==> config.mk <==
export PLATFORM = sky130hd
export DESIGN_NAME = ddr_boot_seq
export DESIGN_NICKNAME = d
export VERILOG_FILES = /design/src/rtl/ddr_boot_pkg.sv /design/src/rtl/ddr_boot_rom.sv /design/src/rtl/ddr_boot_timer.sv /design/src/rtl/ddr_boot_phy_reg.sv /design/src/rtl/ddr_boot_seq.sv
export SDC_FILE = /design/constraint.sdc
export NUM_CORES = 1
export LEC_CHECK = 0
export ABC_AREA = 1
export CAP_MARGIN = 30
export CORE_MARGIN = 3
export CORE_UTILIZATION = 45
export DETAILED_ROUTE_END_ITERATION = 16
export PLACE_DENSITY = 0.79
export SETUP_SLACK_MARGIN = 0.2
export SLEW_MARGIN = 20
export SYNTH_ARGS = -nofsm -noshare
export SYNTH_HDL_FRONTEND = slang
export SYNTH_SLANG_ARGS = --single-unit
==> constraint.sdc <==
create_clock -name clk -period 2.65 [get_ports clk]
set_clock_uncertainty 0.05 [all_clocks]
set_input_delay 0.265 -clock clk [delete_from_list [all_inputs] [get_ports clk]]
set_output_delay 0.265 -clock clk [all_outputs]
set_load 0.05 [all_outputs]
==> src/rtl/ddr_boot_pkg.sv <==
package ddr_boot_pkg;

  localparam int unsigned NUM_STEPS = 7;

  typedef enum logic [1:0] {
    WT_GAP,
    WT_SHORT,
    WT_LONG
  } wait_kind_e;

  typedef enum logic [2:0] {
    ST_IDLE,
    ST_STAB,
    ST_CMD,
    ST_WAIT,
    ST_DONE
  } seq_state_e;

  // active-high command bits; the bus drives their inverses
  typedef struct packed {
    logic cs;
    logic ras;
    logic cas;
    logic we;
  } cmd_bits_t;

endpackage

==> src/rtl/ddr_boot_rom.sv <==
module ddr_boot_rom
  import ddr_boot_pkg::*;
#(
  parameter int ADDR_W = 13,
  parameter int BANK_W = 2,
  parameter int STEP_W = 3
) (
  input  logic [STEP_W-1:0] step,
  output cmd_bits_t         cmd,
  output logic [ADDR_W-1:0] cmd_addr,
  output logic [BANK_W-1:0] cmd_bank,
  output wait_kind_e        wkind
);

  localparam logic [ADDR_W-1:0] A_PREA  = ADDR_W'(11'h400);
  localparam logic [ADDR_W-1:0] A_MRDLL = ADDR_W'(9'h132);
  localparam logic [ADDR_W-1:0] A_MRFIN = ADDR_W'(9'h032);

  always_comb begin
    cmd      = '{cs: 1'b1, ras: 1'b1, cas: 1'b0, we: 1'b1};
    cmd_addr = '0;
    cmd_bank = '0;
    wkind    = WT_GAP;
    case (step)
      STEP_W'(0), STEP_W'(3): begin
        cmd_addr = A_PREA;
        wkind    = WT_GAP;
      end
      STEP_W'(1): begin
        cmd      = '{cs: 1'b1, ras: 1'b1, cas: 1'b1, we: 1'b1};
        cmd_bank = BANK_W'(1);
        wkind    = WT_GAP;
      end
      STEP_W'(2): begin
        cmd      = '{cs: 1'b1, ras: 1'b1, cas: 1'b1, we: 1'b1};
        cmd_addr = A_MRDLL;
        wkind    = WT_LONG;
      end
      STEP_W'(4), STEP_W'(5): begin
        cmd   = '{cs: 1'b1, ras: 1'b1, cas: 1'b1, we: 1'b0};
        wkind = WT_SHORT;
      end
      default: begin
        cmd      = '{cs: 1'b1, ras: 1'b1, cas: 1'b1, we: 1'b1};
        cmd_addr = A_MRFIN;
        wkind    = WT_LONG;
      end
    endcase
  end

endmodule

==> src/rtl/ddr_boot_timer.sv <==
module ddr_boot_timer #(
  parameter int TW = 8
) (
  input  logic          clk,
  input  logic          rst,
  input  logic          load,
  input  logic [TW-1:0] load_val,
  output logic          zero
);

  logic [TW-1:0] cnt;

  always_ff @(posedge clk) begin
    if (rst) begin
      cnt <= '0;
    end else if (load) begin
      cnt <= load_val;
    end else if (cnt != '0) begin
      cnt <= cnt - TW'(1);
    end
  end

  assign zero = (cnt == '0);

endmodule

==> src/rtl/ddr_boot_phy_reg.sv <==
module ddr_boot_phy_reg
  import ddr_boot_pkg::*;
#(
  parameter int ADDR_W = 13,
  parameter int BANK_W = 2
) (
  input  logic              clk,
  input  logic              rst,
  input  logic              issue,
  input  cmd_bits_t         cmd,
  input  logic [ADDR_W-1:0] addr_in,
  input  logic [BANK_W-1:0] bank_in,
  output logic              cs_n,
  output logic              ras_n,
  output logic              cas_n,
  output logic              we_n,
  output logic [ADDR_W-1:0] addr,
  output logic [BANK_W-1:0] bank
);

  always_ff @(posedge clk) begin
    if (rst || !issue) begin
      cs_n  <= 1'b1;
      ras_n <= 1'b1;
      cas_n <= 1'b1;
      we_n  <= 1'b1;
      addr  <= '0;
      bank  <= '0;
    end else begin
      cs_n  <= ~cmd.cs;
      ras_n <= ~cmd.ras;
      cas_n <= ~cmd.cas;
      we_n  <= ~cmd.we;
      addr  <= addr_in;
      bank  <= bank_in;
    end
  end

endmodule

==> src/rtl/ddr_boot_seq.sv <==
module ddr_boot_seq
  import ddr_boot_pkg::*;
#(
  parameter int ADDR_W      = 13,
  parameter int BANK_W      = 2,
  parameter int MASK_W      = 4,
  parameter int STAB_CYCLES = 16,
  parameter int GAP_CYCLES  = 2,
  parameter int SHORT_WAIT  = 4,
  parameter int LONG_WAIT   = 200
) (
  input  logic              clk,
  input  logic              rst,
  input  logic              start,
  output logic              cs_n,
  output logic              ras_n,
  output logic              cas_n,
  output logic              we_n,
  output logic [ADDR_W-1:0] addr,
  output logic [BANK_W-1:0] bank,
  output logic              cke,
  output logic              wrdata_en,
  output logic              rddata_en,
  output logic [MASK_W-1:0] wrdata_mask,
  output logic              busy,
  output logic              done
);

  localparam int MAX_A  = (STAB_CYCLES > GAP_CYCLES) ? STAB_CYCLES : GAP_CYCLES;
  localparam int MAX_B  = (SHORT_WAIT > LONG_WAIT) ? SHORT_WAIT : LONG_WAIT;
  localparam int MAX_V  = (MAX_A > MAX_B) ? MAX_A : MAX_B;
  localparam int TW     = $clog2(MAX_V + 1);
  localparam int STEP_W = $clog2(NUM_STEPS);
  localparam logic [STEP_W-1:0] LAST_STEP = STEP_W'(NUM_STEPS - 1);

  seq_state_e        state;
  logic [STEP_W-1:0] step;
  cmd_bits_t         rom_cmd;
  logic [ADDR_W-1:0] rom_addr;
  logic [BANK_W-1:0] rom_bank;
  wait_kind_e        rom_wait;
  logic              tmr_load;
  logic [TW-1:0]     tmr_val;
  logic              tmr_zero;
  logic              issue;

  ddr_boot_rom #(.ADDR_W(ADDR_W), .BANK_W(BANK_W), .STEP_W(STEP_W)) u_rom (
    .step     (step),
    .cmd      (rom_cmd),
    .cmd_addr (rom_addr),
    .cmd_bank (rom_bank),
    .wkind    (rom_wait)
  );

  ddr_boot_timer #(.TW(TW)) u_timer (
    .clk      (clk),
    .rst      (rst),
    .load     (tmr_load),
    .load_val (tmr_val),
    .zero     (tmr_zero)
  );

  always_comb begin
    tmr_load = 1'b0;
    tmr_val  = '0;
    case (state)
      ST_IDLE: begin
        tmr_load = start;
        tmr_val  = TW'(STAB_CYCLES - 1);
      end
      ST_CMD: begin
        tmr_load = 1'b1;
        case (rom_wait)
          WT_LONG:  tmr_val = TW'(LONG_WAIT - 1);
          WT_SHORT: tmr_val = TW'(SHORT_WAIT - 1);
          default:  tmr_val = TW'(GAP_CYCLES - 1);
        endcase
      end
      default: ;
    endcase
  end

  always_ff @(posedge clk) begin
    if (rst) begin
      state <= ST_IDLE;
      step  <= '0;
      cke   <= 1'b0;
      busy  <= 1'b0;
      done  <= 1'b0;
    end else begin
      case (state)
        ST_IDLE: if (start) begin
          state <= ST_STAB;
          busy  <= 1'b1;
        end
        ST_STAB: if (tmr_zero) begin
          state <= ST_CMD;
          step  <= '0;
          cke   <= 1'b1;
        end
        ST_CMD: state <= ST_WAIT;
        ST_WAIT: if (tmr_zero) begin
          if (step == LAST_STEP) begin
            state <= ST_DONE;
            busy  <= 1'b0;
            done  <= 1'b1;
          end else begin
            step  <= step + STEP_W'(1);
            state <= ST_CMD;
          end
        end
        default: state <= ST_DONE;
      endcase
    end
  end

  assign issue = (state == ST_CMD);

  ddr_boot_phy_reg #(.ADDR_W(ADDR_W), .BANK_W(BANK_W)) u_phy (
    .clk     (clk),
    .rst     (rst),
    .issue   (issue),
    .cmd     (rom_cmd),
    .addr_in (rom_addr),
    .bank_in (rom_bank),
    .cs_n    (cs_n),
    .ras_n   (ras_n),
    .cas_n   (cas_n),
    .we_n    (we_n),
    .addr    (addr),
    .bank    (bank)
  );

  assign wrdata_en   = 1'b0;
  assign rddata_en   = 1'b0;
  assign wrdata_mask = '0;

endmodule

---- After elaboration in Yosys (flattened, before gate mapping) ----
Cells that the tools add are included.
Widths: inputs -> output; s select.
word-level totals
  output and inout bits ................... 28
  bits in registers ....................... 36
  logic and storage cells ................. 74
  bits of input ports ..................... 3
operators by class
  equal/unequal tests ..................... 16
  muxes and demuxes ....................... 22
  bitwise logic cells ..................... 4
  reduce and logical (&&, ||, !) cells .... 18
  $add $sub $neg .......................... 2
operator list
  kind                 number
  $pmux 11 s3          1
  $pmux 8 s2           2
  $mux 3               7
  $mux 8               2
  $eq 3x2->1 const B   4
  $pmux 3 s4           1
  $ne 2x2->1 const B   5
  $eq 3x3->1 const B   3
  $logic_not 8->1      1
  $pmux 2 s2           2
  $reduce_and 4->1     2
  $reduce_bool 8->1    1
  $sub 8x1->8 const B  1
  $eq 3x1->1 const B   2
  $logic_not 3->1      2
  $pmux 3 s2           1
  $reduce_and 3->1     2
  $reduce_bool 2->1    3
  $reduce_or 3->1      2
  $mux 1               4
  $pmux 1 s2           2
  $reduce_or 2->1      2
  $add 3x1->3 const B  1
  $eq 2x1->1 const B   1
  6 further kinds      8

---- Depth between registers and ports, before layout ----
  depth after elaboration ................. 7
  mapped depth ............................ 9

---- By module ----
From an unflattened synthesis, not the netlist that was laid out.
second synthesis, totals
  cells, all modules ...................... 241
  area total of the unflattened synthesis .. 1770.4 um2
modules (own cells, without submodules)
  module            area an instance (um2)  instances  cells each
  ddr_boot_phy_reg  571.8                   1          58
  ddr_boot_seq      555.5                   1          82
  ddr_boot_timer    473.0                   1          70
  ddr_boot_rom      170.2                   1          31

---- Worst setup path before layout ----
OpenSTA, ideal clock, no wires.
  kind .................................... register -> register
  from .................................... register u_timer.cnt[0]
  to ...................................... register state[1]
  setup slack ............................. 1.354 ns
  setup time .............................. 0.117 ns
  data arrival time ....................... 1.129 ns
  cell stages (with the launch flop) ...... 9
  buffers on the path ..................... 1
  path through ............................ dfxtp_1 > inv_1 > ha_1 > nand3_1 > nor2_4 > buf_6 > nor2_1 > nor3_2 > nor2_1
on the way
  cells in the longest elaborated chain, start to end .. 3
  elaborated cells between the ends (all ways) .. 4
  classes of those cells .................. eq/ne (2); reduce/logical (2)
RTL lines
  what                                 line                  source
  from (decl)                          ddr_boot_timer.sv:11  logic [TW-1:0] cnt;
  from (signal assigned)               ddr_boot_timer.sv:17  cnt <= load_val;
  from (signal assigned)               ddr_boot_timer.sv:19  cnt <= cnt - TW'(1);
  $logic_not 8->1 *                    ddr_boot_timer.sv:23  assign zero = (cnt == '0);
  $ne 2x2->1 (no source line)          --
  $reduce_and 3->1 (no source line) *  --
  to (signal assigned)                 ddr_boot_seq.sv:85    state <= ST_IDLE;
  to (signal assigned)                 ddr_boot_seq.sv:93    state <= ST_STAB;
  to (signal assigned)                 ddr_boot_seq.sv:97    state <= ST_CMD;
  to (decl)                            ddr_boot_seq.sv:36    seq_state_e state;
Mark *: on every way between the ends. The rest lies on a longest branch, timed or not.
A chain may end at the register's enable or synchronous reset.

---- Final worst setup path ----
  from .................................... register u_phy.addr[5]
  to ...................................... output port addr[5]
RTL lines
  what                    line                    source
  from (decl)             ddr_boot_phy_reg.sv:17  output logic [ADDR_W-1:0] addr,
  from (signal assigned)  ddr_boot_phy_reg.sv:34  addr <= addr_in;
  to (decl)               ddr_boot_seq.sv:19      output logic [ADDR_W-1:0] addr,
No word-level cell between the ends.

==> metrics <==
Stages on worst setup path 1; grt ovf 0; CP endpoint kind output port; Antenna Nets Post-Route 0; Hold Crit Class flop to flop; Slew headroom ~67%; DRC 0; Inserted Clock Buffers 3; area delta synth->final 10.4%; post-synth top area share a little over a third; Initial Util between 40% and 50%; DP HPWL 1820 um; Port-buffer cells 15; CP cell instances clkdlybuf4s50_1; GRT Util Overall 14.0%; Layout Nets between 200 and 250; status finished clean; Worst Path Buf+Inv 1; post-CTS setup buffers 0; dpl cells between 200 and 250; initial antenna violation count 0; Synth Instances around 190; DIE WIDTH a little over 60 um; Bufs on Longest Clock Path 2; vias in the first global route 910; Die Height 61.3 um; core box area 2830 um2; fraction of registers with async set/reset 0%; Slew @ Worst Pin approximately 0.50 ns; Tcrit/Tclk final a little under 70%; Lkg Pwr slightly above 0.7 nW; DR WL/cell roughly 10 um; Arrival @ worst endpoint around 1.5 ns; final cell count without fillers between 200 and 250; worst-skew pair later-pin latency roughly 0.33 ns; CP startpoint u_phy.addr[5]; Placed Area between 1000 and 1500 um2; dominant cells by area after synthesis dfxtp_1, buf_4, inv_1, nand2_1, ha_1; via count 1081; Post-Syn Area 1380 um2; count leader, synth inv_1; Top Ports 31; global-route wire length before repair 3860 um; Root Buffer clkbuf_4; clock sink total 24; WL met2 around 1000 um; via-per-instance ratio 4.72; syn avg cell area 7.43 um2; FMAX roughly 0.55 GHz; drt first pass iters 4; drt first-iter violations 35; max-cap viol count 0; WS Path Type flop to output port; drt total wl between 2000 and 2500 um; Main synth FF type dfxtp_1; # hold bufs at CTS 0; CTS resizes 0; final-layout fill cell count approximately 300; clock slew at reported path FFs about 0.14 ns; Register-to-Register Path Depth 7; Critical Path Sink addr[5]; TritonCTS clock tree built; area of the multi-input gates between 600 and 700 um2; number of flops mapped to enable cells by yosys 0; minimum clock period between 1.5 and 2 ns; Slew Viols, Final 0; CP max-delay cell clkdlybuf4s50_1; largest net degree at the start of global routing 15; Setup crit start kind flop; Top Layer Used met4; flop-to-flop setup slack between 1 and 1.5 ns; routability cong. just over 0.8; Post-synth top cells inv_1, nand2_1, dfxtp_1; met3 WL post-DR about 120 um; pwr dens roughly 1000 nW/um2; worst r2r dst step[0]; Metal-1 WL about 1100 um; RSZ-0062 raised after global routing false; Final TNS setup 0 ns; CP max FO 3; n_diodes 0; Syn. warnings 0; CTS H-tree lvls 1; Critical R2R Launch u_timer.cnt[0]; Worst path top cell family by delay buffers and inverters; FF+latch count, synth 24; Synth cell types 28; post-synthesis sequential area ratio around a third; Max stage delay on crit path 0.81 ns; share of cells above drive strength 1 a little over a tenth; final hold viol count 0; Register Area approximately 480 um2; Worst VDD drop 0.472 mV; Final setup viols 0; die area ~3800 um2; Rows 19; post-synth top area cell dfxtp_1; final instance area 1520 um2; hold_sp done; CP Data Required Time ~2.3 ns
## power breakdown
group	switching [mW]	internal [mW]
combinational	0.517	0.243
clock	0.118	0.153
sequential	0.0631	0.440
## sequential cells by signal, indices dropped and copies added (netlist names), 3 cells and up
name and flops:
step 3, u_phy.addr 3, u_timer.cnt 8, state 3
## worst reg2reg max path, stage by stage, from the launching register on
cell and delay [ns]:
dfxtp_1 0.35, inv_1 0.09, ha_1 0.19, nand3_1 0.15
nor2_4 0.32, nand2_1 0.15, o21ai_1 0.13, nor2_1 0.05
## how the worst min path moves through the flow
| stage | end | slack (ns) | cells past startpoint |
|---|---|---|---|
| 2_1_floorplan | u_phy.addr[8] | 0.39 | 1 |
| 3_3_place_gp | done | 0.40 | 2 |
| 3_5_place_dp | done | 0.39 | 2 |
| 4_1_cts | done | 0.41 | 2 |
| 5_1_grt | done | 0.44 | 2 |
| 6_report | done | 0.41 | 2 |
## placed cells by master (no fill, tap or decap), types with 2 or more instances in the layout
cell type	netlist	routed
nor2_2	2	2
clkbuf_4	0	3
nand2_1	28	28
dfxtp_1	24	24
inv_2	3	3
nor2_1	21	21
a21oi_1	9	9
clkdlybuf4s50_1	0	15
conb_1	1	15
ha_1	7	7
nand4_1	3	3
nand3_1	12	12
o21ai_1	3	3
o21ai_0	5	5
nand3_2	2	2
a31oi_1	2	2
nor2_4	5	5
inv_1	29	29
## cells by family (layout without fill, tap and decap cells)
| group | after synthesis | in the layout | synth area share, % |
|---|---|---|---|
| fa+ha+maj | 7 | 7 | 6.37 |
| flops | 24 | 24 | 34.9 |
| buf+inv | 52 | 51 | 19.7 |
| other cells | 1 | 15 | 0.273 |
| simple gates | 78 | 78 | 29.2 |
| xor+xnor | 1 | 1 | 0.637 |
| compound gates | 22 | 22 | 8.83 |
## layout make-up
type | instances | share of cell area (%)
timing repair buffer | 15 | 9.89
sequential | 24 | 31.7
multi-input combinational | 123 | 44.5
inverter | 32 | 7.91
clock inverter | 1 | 1.98
tap | 31 | 2.56
clock buffer | 3 | 1.48
## metal layers
| layer | up-vias | track usage, % |
|---|---|---|
| met4 | 0 | 6.50 |
| met3 | 5 | 3.98 |
| met5 | - | 0 |
| met1 | 477 | 18.8 |
| met2 | 28 | 20.7 |
| li1 | 571 | - |
## metrics by stage
step | util [%] | hold WS [ns] | power [mW] | worst slack, ns
floorplan | - | 0.393 | 1.17 | 1.35
global placement | 51.8 | 0.399 | 1.26 | 1.08
detailed placement | 51.8 | 0.393 | 1.27 | 1.01
CTS | 53.6 | 0.413 | 1.55 | 0.795
global route | 53.6 | 0.441 | 1.67 | 0.758
finish | 53.6 | 0.409 | 1.53 | 0.818
(Power assumes the default switching activity.)
